`src/rtl/sts_pkg.sv`:
```
package sts_pkg;
  typedef enum logic [1:0] {
    STS_LEVEL = 2'b00,
    STS_ERASE = 2'b01,
    STS_PROG  = 2'b10,
    STS_BOTH  = 2'b11
  } sts_mode_e;
endpackage

```
`src/rtl/sts_cfg_reg.sv`:
```
module sts_cfg_reg
  import sts_pkg::*;
#(
  parameter int CMD_W = 8
) (
  input  logic             clk,
  input  logic             rst_n,
  input  logic             cmd_valid,
  input  logic [CMD_W-1:0] cmd_data,
  output sts_mode_e        mode_o,
  output logic [1:0]       fault_o
);
  localparam int RSV_LO = 2;

  logic bad_cmd;
  logic good_cmd;

  assign bad_cmd  = cmd_valid && (|cmd_data[CMD_W-1:RSV_LO]);
  assign good_cmd = cmd_valid && !(|cmd_data[CMD_W-1:RSV_LO]);

  always_ff @(posedge clk or negedge rst_n) begin
    if (!rst_n)        mode_o <= STS_LEVEL;
    else if (good_cmd) mode_o <= sts_mode_e'(cmd_data[1:0]);
  end

  // two sticky fault flags, each its own register
  for (genvar g = 0; g < 2; g++) begin : g_fault
    always_ff @(posedge clk or negedge rst_n) begin
      if (!rst_n)       fault_o[g] <= 1'b0;
      else if (bad_cmd) fault_o[g] <= 1'b1;
    end
  end
endmodule

```
`src/rtl/sts_event_qual.sv`:
```
module sts_event_qual
  import sts_pkg::*;
(
  input  sts_mode_e mode_i,
  input  logic      prog_done,
  input  logic      erase_done,
  output logic      trig_o
);
  always_comb begin
    unique case (mode_i)
      STS_ERASE: trig_o = erase_done;
      STS_PROG:  trig_o = prog_done;
      STS_BOTH:  trig_o = erase_done | prog_done;
      default:   trig_o = 1'b0;
    endcase
  end
endmodule

```
`src/rtl/sts_pulse_timer.sv`:
```
module sts_pulse_timer #(
  parameter int PULSE_CYC = 13
) (
  input  logic clk,
  input  logic rst_n,
  input  logic trig_i,
  output logic active_o
);
  localparam int CNT_W = $clog2(PULSE_CYC + 1);

  logic [CNT_W-1:0] cnt_q;

  always_ff @(posedge clk or negedge rst_n) begin
    if (!rst_n)                cnt_q <= '0;
    else if (trig_i)           cnt_q <= CNT_W'(PULSE_CYC);
    else if (cnt_q != '0)      cnt_q <= cnt_q - 1'b1;
  end

  assign active_o = (cnt_q != '0);
endmodule

```
`src/rtl/sts_pin_driver.sv`:
```
module sts_pin_driver
  import sts_pkg::*;
#(
  parameter int CMD_W         = 8,
  parameter int PULSE_NS      = 250,
  parameter int CLK_PERIOD_NS = 20
) (
  input  logic             clk,
  input  logic             rst_n,
  input  logic             eng_busy,
  input  logic             prog_done,
  input  logic             erase_done,
  input  logic             cfg_valid,
  output logic             cfg_ready,
  input  logic [CMD_W-1:0] cfg_data,
  output logic             sts_o,
  output logic [1:0]       fault_o
);
  localparam int PULSE_CYC = (PULSE_NS + CLK_PERIOD_NS - 1) / CLK_PERIOD_NS;

  sts_mode_e mode_q;
  logic      trig;
  logic      pulse_on;

  assign cfg_ready = 1'b1;

  sts_cfg_reg #(.CMD_W(CMD_W)) u_cfg (
    .clk(clk), .rst_n(rst_n), .cmd_valid(cfg_valid), .cmd_data(cfg_data),
    .mode_o(mode_q), .fault_o(fault_o)
  );

  sts_event_qual u_qual (
    .mode_i(mode_q), .prog_done(prog_done), .erase_done(erase_done), .trig_o(trig)
  );

  sts_pulse_timer #(.PULSE_CYC(PULSE_CYC)) u_timer (
    .clk(clk), .rst_n(rst_n), .trig_i(trig), .active_o(pulse_on)
  );

  assign sts_o = (mode_q == STS_LEVEL) ? !eng_busy : !pulse_on;
endmodule

```
`config.mk`:
```
export PLATFORM = sky130hd
export DESIGN_NAME = sts_pin_driver
export DESIGN_NICKNAME = d
export VERILOG_FILES = /design/src/rtl/sts_pkg.sv /design/src/rtl/sts_cfg_reg.sv /design/src/rtl/sts_event_qual.sv /design/src/rtl/sts_pulse_timer.sv /design/src/rtl/sts_pin_driver.sv
export SDC_FILE = /design/constraint.sdc
export NUM_CORES = 1
export LEC_CHECK = 0
export CORE_AREA = 2 2 39 41
export CTS_CLUSTER_DIAMETER = 100
export DETAILED_ROUTE_END_ITERATION = 8
export DIE_AREA = 0 0 41 43
export DONT_BUFFER_PORTS = 1
export PLACE_DENSITY = 0.52
export SYNTH_ARGS = -nofsm -noshare
export SYNTH_HDL_FRONTEND = slang
export SYNTH_SLANG_ARGS = --single-unit
```
`constraint.sdc`:
```
create_clock -name clk -period 2.6 [get_ports clk]
set_input_delay 0.13 -clock clk [delete_from_list [all_inputs] [get_ports clk]]
set_output_delay 0.13 -clock clk [all_outputs]
set_load 0.01 [all_outputs]
```
==> results.rst <==
.. list-table::
   :header-rows: 1

   * - Metric
     - Value
   * - Result of the run
     - finished, final reports clean
   * - CTS Buf Count
     - 3
   * - Sort of element at the start of the critical path
     - flip-flop
   * - Post-Synthesis Net Count
     - 50
   * - Finish-stage setup viols
     - 0
   * - Number of inserted diodes
     - 0
   * - Critical Path Sink Type
     - output pin
   * - Via count of the routed design
     - 260
   * - RSZ-0062 raised after global routing
     - false
   * - Count of standard-cell rows
     - 14
   * - Number of endpoints with negative hold slack in the final report
     - 0
   * - Worst setup endpoint
     - sts_o
   * - Initial detailed-routing violation count
     - 4
   * - Sw Share
     - 33.77%
   * - Path category of the worst min-delay check
     - in2reg
   * - Worst path cell trace
     - inv_1, ha_1, or3b_1, mux2i_1
   * - # port buffers
     - 0
   * - Clock tree from TritonCTS
     - built
   * - Synth Cell Area
     - 366.6 sq um
   * - Antenna violations before repair
     - 0
   * - Die W
     - 41 microns
   * - Die area
     - 1763 sq um
   * - Highest Clock Rate
     - 0.5692 GHz
   * - Num Clock Sinks
     - 7
   * - Slowest cell on crit path
     - or3b_1
   * - Crit path required time
     - 2.47 ns
   * - Sequential share of power
     - 43.8%
   * - Area inside the core boundary
     - 1384 sq um
   * - Final-stage net count
     - 56
   * - Share of synthesized area occupied by flip-flops and latches
     - 47.78%
   * - Latest clock arrival within the worst-skew pair
     - 0.25 ns
   * - Minimum clock period after layout
     - 1.757 ns
   * - Largest cells by area after synthesis
     - dfrtp_1 (48%), mux2_1 (6.1%), mux2i_1 (5.5%)
   * - First element of the critical path
     - u_timer.cnt_q[0]$_DFFE_PN0P_
   * - Buf/Inv on CP
     - 1
   * - Aggregate negative setup slack
     - 0 ns
   * - GPL Wtd Cong
     - 0.7042
   * - Post-route clock period utilization
     - 67.58%
   * - Critical Path Stages
     - 4
   * - Clock group share of total power
     - 23.9%
   * - Number of maximum-capacitance constraint violations
     - 0
   * - Start point of the worst hold path
     - cfg_data[0]
   * - Number of vias per cell after detailed routing
     - 4.643
   * - Mapped Avg Cell Area
     - 10.47 sq um
   * - PwrDens
     - 972.4 nW/um^2
   * - Final Util
     - 30.92%
   * - Pint
     - 0.0002756 W
   * - Wire length of the first global-routing pass
     - 1.248 mm
   * - Maximum net fanout on the critical path
     - 4
   * - Vias in the first global route
     - 290
   * - Cell leakage power
     - 0.1958 nW
   * - Largest net degree at the start of global routing
     - 8
   * - CTS root buf
     - clkbuf_4
   * - Cell taking the most area after synthesis
     - dfrtp_1
   * - Top cell family by delay on the critical path
     - simple AND/OR/NAND/NOR gates
   * - Drt drc
     - 0
   * - Minimum setup slack among reg-to-reg paths
     - 1.11 ns
   * - Post-synth cell types
     - 19
   * - Total of warnings raised by yosys
     - 0
   * - Buffers from clock root to sink, at most
     - 2
   * - Launch instance of the worst register-to-register path
     - u_timer.cnt_q[0]$_DFFE_PN0P_
   * - Post-CTS sizing
     - 0
   * - Worst Reg-to-Reg Cells
     - 5
   * - Antenna-violating nets left
     - 0
   * - Portion of synthesized cell area occupied by the leading cell type
     - 47.78%
   * - Final HPWL from detailed placement
     - 641.8 microns
   * - Endpoint of the lowest-slack register-to-register path
     - u_timer.cnt_q[0]$_DFFE_PN0P_
   * - Clock skew after layout
     - 0.004877 ns
   * - Clock-pin slew on the worst setup and hold paths
     - 0.05 ns
   * - Htree depth
     - 1
   * - Combined global-route utilization of all metal layers
     - 10.95%
   * - NetSw
     - 0.0001405 W
   * - Final slew viol count
     - 0
   * - Number of instances in the synthesized netlist
     - 35
   * - First-pass iteration count of the detailed router
     - 4
   * - Area growth syn-to-layout
     - 16.72%
   * - Average wire length per cell after detail routing
     - 13.77 microns
   * - Register bit total from synthesis
     - 7
   * - Arrival time at the worst endpoint
     - 1.63 ns
   * - Peak per-stage delay on the critical path
     - 0.44 ns
   * - Total wirelength of the detailed-routed design
     - 771 microns
   * - Layout cell share with drive strength beyond 1
     - 10.00%
   * - Height of the die
     - 43 microns
   * - GRT Residual Overflow
     - 0
   * - Number of top-level design ports
     - 18
   * - Gate power share
     - 32.2%
   * - Critical Setup Path Class
     - reg2out
   * - Effective utilization at floorplan
     - 26.49%
   * - Maximum resistive drop on vdd
     - 0.0003302 V
-- placed cells by master (no fill, tap or decap), types with 2 or more instances in the layout --
master         n
clkbuf_4       3
dfrtp_1        7
dlygate4sd3_1  3
inv_1          2
mux2_1         2
mux2i_1        2
nand2_1        4
nand3_1        2
nor2_1         3
-- power by group through the flow --
stage	sequential, W	clock (W)	combinational [W]
6_report	0.000182	0.0000995	0.000134
5_1_grt	0.000188	0.000111	0.000152
4_1_cts	0.000181	0.000101	0.000136
3_5_place_dp	0.000183	0	0.000131
3_3_place_gp	0.000178	0	0.000120
2_1_floorplan	0.000173	0	0.000111
-- sequential cells by signal (all words and copies together), names as in the netlist --
name	cells
u_cfg.mode_o	2
u_cfg.fault_o	1
u_timer.cnt_q	4
-- cells in the mapped netlist --
cell type / count
mux2i_1: 2
nor3_1: 1
nand2_1: 4
xnor2_1: 1
a21o_1: 1
nand3b_1: 1
nand2b_1: 1
nor2_1: 3
dfrtp_1: 7
buf_4: 2
conb_1: 1
nor4_2: 1
ha_1: 1
inv_1: 2
a22oi_1: 1
nand3_1: 2
or3b_1: 1
o211a_1: 1
mux2_1: 2
-- per-layer routing --
layer	GRT usage, %	wire (microns)
met5	0	0
met4	6.000	0
met3	3.141	24
met2	17.19	473
met1	12.62	273
-- area by class of cell --
class | count | area, sq um
Clock buffer | 4 | 26.28
Timing Repair Buffer | 3 | 30.03
Multi-Input combinational cell | 24 | 168.9
Inverter | 2 | 7.507
Fill cell | 145 | 955.9
Tap cell | 16 | 20.02
Sequential cell | 7 | 175.2
-- stage by stage --
stage          std cells  setup WS [ns]  hold slack (ns)  total power (W)  area (sq um)
3_5_place_dp          49          1.120          -0.1655        0.0003143         371.6
4_1_cts               55         0.8384         0.004546        0.0004184         417.9
5_1_grt               56         0.7626          0.03722        0.0004506         427.9
3_3_place_gp          49          1.175          -0.1654        0.0002984         371.6
6_report              56         0.8430          0.02962        0.0004161         427.9
2_1_floorplan         35          1.217          -0.1656        0.0002838         366.6
-- cells by family after synthesis --
group | after synthesis | share of synthesized area (%)
simple gates | 14 | 20.82
compound gates | 3 | 6.828
flops | 7 | 47.78
fa+ha+maj | 1 | 3.412
xor+xnor | 1 | 2.390
mux | 4 | 11.60
buf+inv | 4 | 6.143
other cells | 1 | 1.023
-- worst register-to-register path: stages (launching register included) --
cell     delay (ns)
dfrtp_1        0.41
inv_1          0.07
ha_1           0.19
or3b_1         0.44
xnor2_1        0.18
nand2_1        0.07
-- worst min path at each step --
stage	end	slack, ns	cells after the start
floorplan	u_cfg.fault_o[1]$_DFFE_PN0P_	-0.17	0
global placement	u_cfg.fault_o[1]$_DFFE_PN0P_	-0.17	0
detailed placement	u_cfg.fault_o[1]$_DFFE_PN0P_	-0.17	0
CTS	u_cfg.mode_o[1]$_DFFE_PN0P_	0.005	1
global route	u_cfg.mode_o[0]$_DFFE_PN0P_	0.04	1
finish	u_cfg.mode_o[0]$_DFFE_PN0P_	0.03	1
-- timing repair --
| action | in CTS | in global routing |
|---|---|---|
| buffers inserted | 0 | 0 |
| hold buffers | 2 | 1 |
| endpoints found under the hold margin | 8 | 1 |
No activity file was read; power rests on OpenSTA's default activity.
